===== src/rtl/swc_pkg.sv =====
package swc_pkg;

    typedef enum logic [1:0] {
        ST_RUN    = 2'd0,
        ST_DRAIN  = 2'd1,
        ST_STOP   = 2'd2,
        ST_SETTLE = 2'd3
    } swc_state_e;

    localparam int NUM_SRC = 3;
    localparam int SRC_EXT = 0;
    localparam int SRC_SPI = 1;
    localparam int SRC_TMR = 2;

endpackage


===== src/rtl/swc_sync.sv =====
module swc_sync #(
    parameter int WIDTH = 1
) (
    input  logic             clk,
    input  logic             rst_n,
    input  logic [WIDTH-1:0] async_in,
    output logic [WIDTH-1:0] sync_out
);

    logic [WIDTH-1:0] stage1;

    for (genvar b = 0; b < WIDTH; b++) begin : g_bit
        always_ff @(posedge clk or negedge rst_n) begin
            if (!rst_n) begin
                stage1[b]   <= 1'b0;
                sync_out[b] <= 1'b0;
            end else begin
                stage1[b]   <= async_in[b];
                sync_out[b] <= stage1[b];
            end
        end
    end

endmodule


===== src/rtl/swc_settle_timer.sv =====
module swc_settle_timer #(
    parameter int CNT_W = 8
) (
    input  logic             clk,
    input  logic             rst_n,
    input  logic             load,
    input  logic [CNT_W-1:0] load_val,
    input  logic             run,
    output logic             done
);

    logic [CNT_W-1:0] cnt_q;

    always_ff @(posedge clk or negedge rst_n) begin
        if (!rst_n) begin
            cnt_q <= '0;
        end else if (load) begin
            cnt_q <= load_val;
        end else if (run && (cnt_q != '0)) begin
            cnt_q <= cnt_q - 1'b1;
        end
    end

    assign done = (cnt_q == '0);


    cnt_desc_chk: assert property (@(posedge clk) disable iff (!rst_n)
        (run && !load && !done) |=> (cnt_q < $past(cnt_q)));

endmodule


===== src/rtl/swc_cause_reg.sv =====
module swc_cause_reg #(
    parameter int N = 3
) (
    input  logic         clk,
    input  logic         rst_n,
    input  logic         set_en,
    input  logic [N-1:0] set_bits,
    input  logic         clr,
    output logic [N-1:0] cause
);

    logic [N-1:0] kept;
    logic [N-1:0] added;

    always_comb begin
        kept  = clr ? '0 : cause;
        added = set_en ? set_bits : '0;
    end

    always_ff @(posedge clk or negedge rst_n) begin
        if (!rst_n) begin
            cause <= '0;
        end else begin
            cause <= kept | added;
        end
    end


    cause_hold_chk: assert property (@(posedge clk) disable iff (!rst_n)
        (!set_en && !clr) |=> $stable(cause));

endmodule


===== src/rtl/stop_wake_ctrl.sv =====
module stop_wake_ctrl #(
    parameter int SETTLE_W = 8
) (
    input  logic                         rc_clk,
    input  logic                         rst_n,
    input  logic                         stop_req,
    input  logic [swc_pkg::NUM_SRC-1:0]  wake_src,
    input  logic [swc_pkg::NUM_SRC-1:0]  wake_en,
    input  logic [SETTLE_W-1:0]          settle_len,
    input  logic                         cause_clr,
    output logic                         core_clk_en,
    output logic                         xosc_en,
    output logic [swc_pkg::NUM_SRC-1:0]  wake_cause
);

    import swc_pkg::*;

    localparam int SYNC_W = NUM_SRC + 1;

    swc_state_e          state_q;
    swc_state_e          state_d;
    logic [SYNC_W-1:0]   sync_q;
    logic [NUM_SRC-1:0]  src_s;
    logic [NUM_SRC-1:0]  hit_vec;
    logic                stop_s;
    logic                stop_prev_q;
    logic                stop_rise;
    logic                wake_hit;
    logic                settle_load;
    logic                settle_done;

    swc_sync #(.WIDTH(SYNC_W)) u_sync (
        .clk      (rc_clk),
        .rst_n    (rst_n),
        .async_in ({stop_req, wake_src}),
        .sync_out (sync_q)
    );

    assign src_s    = sync_q[NUM_SRC-1:0];
    assign stop_s   = sync_q[NUM_SRC];
    assign hit_vec  = src_s & wake_en;
    assign wake_hit = |hit_vec;

    always_ff @(posedge rc_clk or negedge rst_n) begin
        if (!rst_n) begin
            stop_prev_q <= 1'b0;
        end else begin
            stop_prev_q <= stop_s;
        end
    end

    assign stop_rise = stop_s & ~stop_prev_q;

    always_comb begin
        state_d = state_q;
        unique case (state_q)
            ST_RUN: begin
                if (stop_rise && !wake_hit) begin
                    state_d = ST_DRAIN;
                end
            end
            ST_DRAIN: begin
                state_d = wake_hit ? ST_SETTLE : ST_STOP;
            end
            ST_STOP: begin
                if (wake_hit) begin
                    state_d = ST_SETTLE;
                end
            end
            ST_SETTLE: begin
                if (settle_done) begin
                    state_d = ST_RUN;
                end
            end
        endcase
    end

    always_ff @(posedge rc_clk or negedge rst_n) begin
        if (!rst_n) begin
            state_q <= ST_RUN;
        end else begin
            state_q <= state_d;
        end
    end

    always_comb begin
        core_clk_en = 1'b0;
        xosc_en     = 1'b0;
        unique case (state_q)
            ST_RUN:    begin core_clk_en = 1'b1; xosc_en = 1'b1; end
            ST_DRAIN:  begin core_clk_en = 1'b0; xosc_en = 1'b1; end
            ST_STOP:   begin core_clk_en = 1'b0; xosc_en = 1'b0; end
            ST_SETTLE: begin core_clk_en = 1'b0; xosc_en = 1'b1; end
        endcase
    end

    assign settle_load = (state_d == ST_SETTLE) && (state_q != ST_SETTLE);

    swc_settle_timer #(.CNT_W(SETTLE_W)) u_settle (
        .clk      (rc_clk),
        .rst_n    (rst_n),
        .load     (settle_load),
        .load_val (settle_len),
        .run      (state_q == ST_SETTLE),
        .done     (settle_done)
    );

    swc_cause_reg #(.N(NUM_SRC)) u_cause (
        .clk      (rc_clk),
        .rst_n    (rst_n),
        .set_en   (settle_load),
        .set_bits (hit_vec),
        .clr      (cause_clr),
        .cause    (wake_cause)
    );


    gate_needs_osc_chk: assert property (@(posedge rc_clk) disable iff (!rst_n)
        core_clk_en |-> xosc_en);


    ungate_after_osc_chk: assert property (@(posedge rc_clk) disable iff (!rst_n)
        $rose(core_clk_en) |-> $past(xosc_en));


    osc_off_after_gate_chk: assert property (@(posedge rc_clk) disable iff (!rst_n)
        $fell(xosc_en) |-> (!core_clk_en && !$past(core_clk_en)));


    stop_blocked_chk: assert property (@(posedge rc_clk) disable iff (!rst_n)
        (core_clk_en && wake_hit) |=> core_clk_en);

endmodule


===== config.mk =====
export PLATFORM = sky130hd
export DESIGN_NAME = stop_wake_ctrl
export DESIGN_NICKNAME = d
export VERILOG_FILES = /design/src/rtl/swc_pkg.sv /design/src/rtl/swc_sync.sv /design/src/rtl/swc_settle_timer.sv /design/src/rtl/swc_cause_reg.sv /design/src/rtl/stop_wake_ctrl.sv
export SDC_FILE = /design/constraint.sdc
export NUM_CORES = 1
export LEC_CHECK = 0
export ABC_AREA = 0
export ABC_CLOCK_PERIOD_IN_PS = 1900
export CAP_MARGIN = 20
export CELL_PAD_IN_SITES_DETAIL_PLACEMENT = 2
export CELL_PAD_IN_SITES_GLOBAL_PLACEMENT = 2
export CORE_ASPECT_RATIO = 1.4
export CORE_MARGIN = 2
export CORE_UTILIZATION = 31
export CTS_CLUSTER_SIZE = 20
export DETAILED_ROUTE_END_ITERATION = 12
export GPL_ROUTABILITY_DRIVEN = 0
export PLACE_DENSITY_LB_ADDON = 0.2
export SLEW_MARGIN = 30
export SYNTH_ARGS = -nofsm -noshare
export SYNTH_HDL_FRONTEND = slang
export SYNTH_SLANG_ARGS = --single-unit

===== constraint.sdc =====
create_clock -name rc_clk -period 1.9 [get_ports rc_clk]
set_input_delay 0.38 -clock rc_clk [delete_from_list [all_inputs] [get_ports rc_clk]]
set_output_delay 0.38 -clock rc_clk [all_outputs]
set_load 0.01 [all_outputs]

==> flow_summary_export.csv, run 1 <==
group,metric,value,unit
finish,fin_util,44.6,%
grt,antenna_found_initial,0,
synth,async_flop_share,100,%
timing,hold_viol,0,
timing,setup_viol,0,
synth,synth_cell_type_count,36,
floorplan,chipHeight,71.4,um
finish,final_nets,139,
timing,slew_viol_final,0,
finish,n_antenna_cell,0,
floorplan,fp.coreArea,3120,um^2
synth,yosys_register_bits,22,
setup_path,endpoint_kind,"output pin",
floorplan,die_w,52.2,um
timing,rsz0062_at_grt,"false",
setup_path,required,1.52,ns
power_and_ir_drop,ir_worst_vdd,632,uV
hold_path,hold_class,"flip-flop to flip-flop",
grt,overflow,0,
timing,period_needed,1.83,ns
grt,grt_pass1_vias,963,
power_and_ir_drop,pwr_density_cell,1300,nW/um^2
finish,multi_input_area,403,um^2
placed_design,io_buffer_count,22,
drt,ant_nets,0,
timing,worstMarginPinSlew,0.361,ns
drt,wl_per_cell,16.8,um
finish,regArea,552,um^2
synth,synth-edff-count,0,
finish,layout-drive-gt1-share,15.1,%
power_and_ir_drop,total_power,1.82,mW
finish,area_growth,38.4,%
grt,met3_usage,2.50,%
grt,grt_pass1_wl,4.36,mm
setup_path,rrSetupSlack,0.12,ns
setup_path,path_class,"flip-flop to output pin",
synth,yosysWarningCount,0,
synth,synth_area_per_cell,11.4,um^2
synth,synth_flop_cell,"dfrtp_1",
setup_path,cp-start-kind,"flip-flop",
cts,insertion_delay,0.26,ns
floorplan,rows,24,
power_and_ir_drop,internal_power,1.22,mW
synth,synth_area,1010,um^2
cts,htree_num_levels,1,
grt,top_usage_layer,"met2",
grt,grt_use_met1,16.2,%
timing,fmax,0.545,GHz
drt,first_pass_iters,4,
cts,cts_tree,"done",
timing,fin_skew,0.00188,ns
timing,period_share,96.5,%
timing,worst_slack,0.0664,ns
power_and_ir_drop,seqPwrFrac,39.2,%
floorplan,start_util,32.3,%
job,cap_violations,0,
power_and_ir_drop,netSwitchingFraction,33.0,%
drt,vias,846,
power_and_ir_drop,p_comb_share,37.1,%
finish,final_cell_area,1390,um^2
setup_path,crit_arrival,1.45,ns
drt,drt-initial-drc-count,7,
floorplan,dieArea,3730,um^2
power_and_ir_drop,switchingPower,0.600,mW
synth,syn_nets,107,
power_and_ir_drop,p_leak,0.577,nW
timing,slew_headroom,75.7,%
cts,numCtsBuffers,3,
synth,synth_cells,88,
cts,clk_transition_reported_paths,0.08,ns
floorplan,ios,23,
setup_path,worstPathMaxFanout,7,
drt,drc_errors,0,
grt,grt_usage,15.7,%
grt,use_met2,30.8,%
cts,cts_sinks,22,
power_and_ir_drop,pwr-share-clk,23.8,%
timing,timing.setup.tns,0,ns
placed_design,dpl.hpwl,1.96,mm
outcome,status,"completed",
finish,final_cell_mix,"clkdlybuf4s50_1 (22), dfrtp_1 (21), nor2_1 (8), buf_4 (8), nand2_1 (6)",
drt,vias_per_cell,5.35,
cts,cts_root_buf,"clkbuf_8",
finish,fillers,343,
placed_design,postPlaceCellArea,1310,um^2
grt,grt_start_max_net_pins,23,
finish,final_common_cell,"clkdlybuf4s50_1",
drt,drt_wl_total,2.66,mm
cts,clockBufferDepth,2,
placed_design,place_ws,-0.131,ns
synth,ys_seq_area_share,54.7,%
[final timing paths]
path,from,endpoint,depth (start not counted)
worst max-delay path,state_q[0],core_clk_en,2
worst min-delay path,u_sync.stage1[2],u_sync.sync_out[2],0
worst max register to register,u_settle.cnt_q[1],u_settle.cnt_q[6],5
worst min register to register,u_sync.stage1[2],u_sync.sync_out[2],0
max in group asynchronous,rst_n,state_q[1],2
min in group asynchronous,rst_n,u_settle.cnt_q[6],2
[through the flow]
step                      hold slack, ns  std cells
final                              0.351        158
after global routing               0.362        158
after CTS                          0.355        157
after detailed placement           0.336        153
after global placement             0.332        153
after floorplan                   0.0844         88
[state kept, by name, summed over array words and instances (netlist names)]
register and cells:
u_cause.cause 3, state_q 2, u_settle.cnt_q 8, stop_prev_q 1, u_sync.sync_out 4, u_sync.stage1 4
[critical path: stages, from the launching register on]
cell and delay, ns:
dfrtp_1 0.47, nor2_1 0.17, clkdlybuf4s50_1 0.56
[logic make-up (layout without fill, tap and decap cells)]
| kind of cell | count (synthesis) | after routing | share of synthesized area (%) |
|---|---|---|---|
| AND/OR/NAND/NOR | 31 | 31 | 18.4 |
| adder cells (fa/ha/maj) | 2 | 2 | 2.36 |
| flip-flops | 22 | 22 | 54.7 |
| multiplexers | 1 | 1 | 0.994 |
| AO/OA/AOI/OAI | 21 | 21 | 16.5 |
| buffers and inverters | 9 | 40 | 5.34 |
| XOR/XNOR | 2 | 2 | 1.74 |
[cells in the mapped netlist (2+ instances only)]
| library cell | count | share of area [%] |
|---|---|---|
| o21ai_0 | 3 | 1.5 |
| a221o_1 | 2 | 2.0 |
| nor3_1 | 4 | 2.0 |
| xnor2_1 | 2 | 1.7 |
| a31oi_1 | 2 | 1.2 |
| nor2_1 | 8 | 3.0 |
| inv_1 | 5 | 1.9 |
| nor4_1 | 2 | 1.2 |
| a32o_1 | 3 | 3.0 |
| dfrtp_1 | 22 | 55 |
| nand3_1 | 2 | 0.99 |
| a21oi_1 | 3 | 1.5 |
| buf_6 | 2 | 2.2 |
| nand2_1 | 6 | 2.2 |
[layout make-up]
class	count	area share, %
Tap cell	39	3.50
Timing Repair Buffer	31	21.5
Multi-Input combinational cell	57	28.9
Sequential cell	22	39.6
Inverter	5	1.35
Clock buffer	3	2.96
Clock inverter	1	2.15
[repair_timing]
item	in CTS	in global routing
endpoints found under the setup margin	1	1
resized for setup	1	0
pin swaps	0	0
hold buffers	0	0
buffers inserted	0	1
[metal layers]
layer	part of all wire, %	up-vias
met1	39	441
met2	58	12
met4	0.79	0
met3	1.7	2
met5	0	-
li1	-	391
[power groups by stage]
stage                     combinational (mW)  sequential [mW]  clock [mW]
after global placement                 0.637            0.716           0
after CTS                              0.674            0.718       0.449
after floorplan                        0.456            0.680           0
final                                  0.674            0.712       0.432
after global routing                   0.744            0.726       0.466
after detailed placement               0.665            0.724           0
(Power assumes the default switching activity.)
==> inputs of run 2 (changes only) <==
Settings changed: CAP_MARGIN 20 to 15.
==> results of run 2 <==
Same layout as run 1: the final DEF is identical, and so are final timing and power.
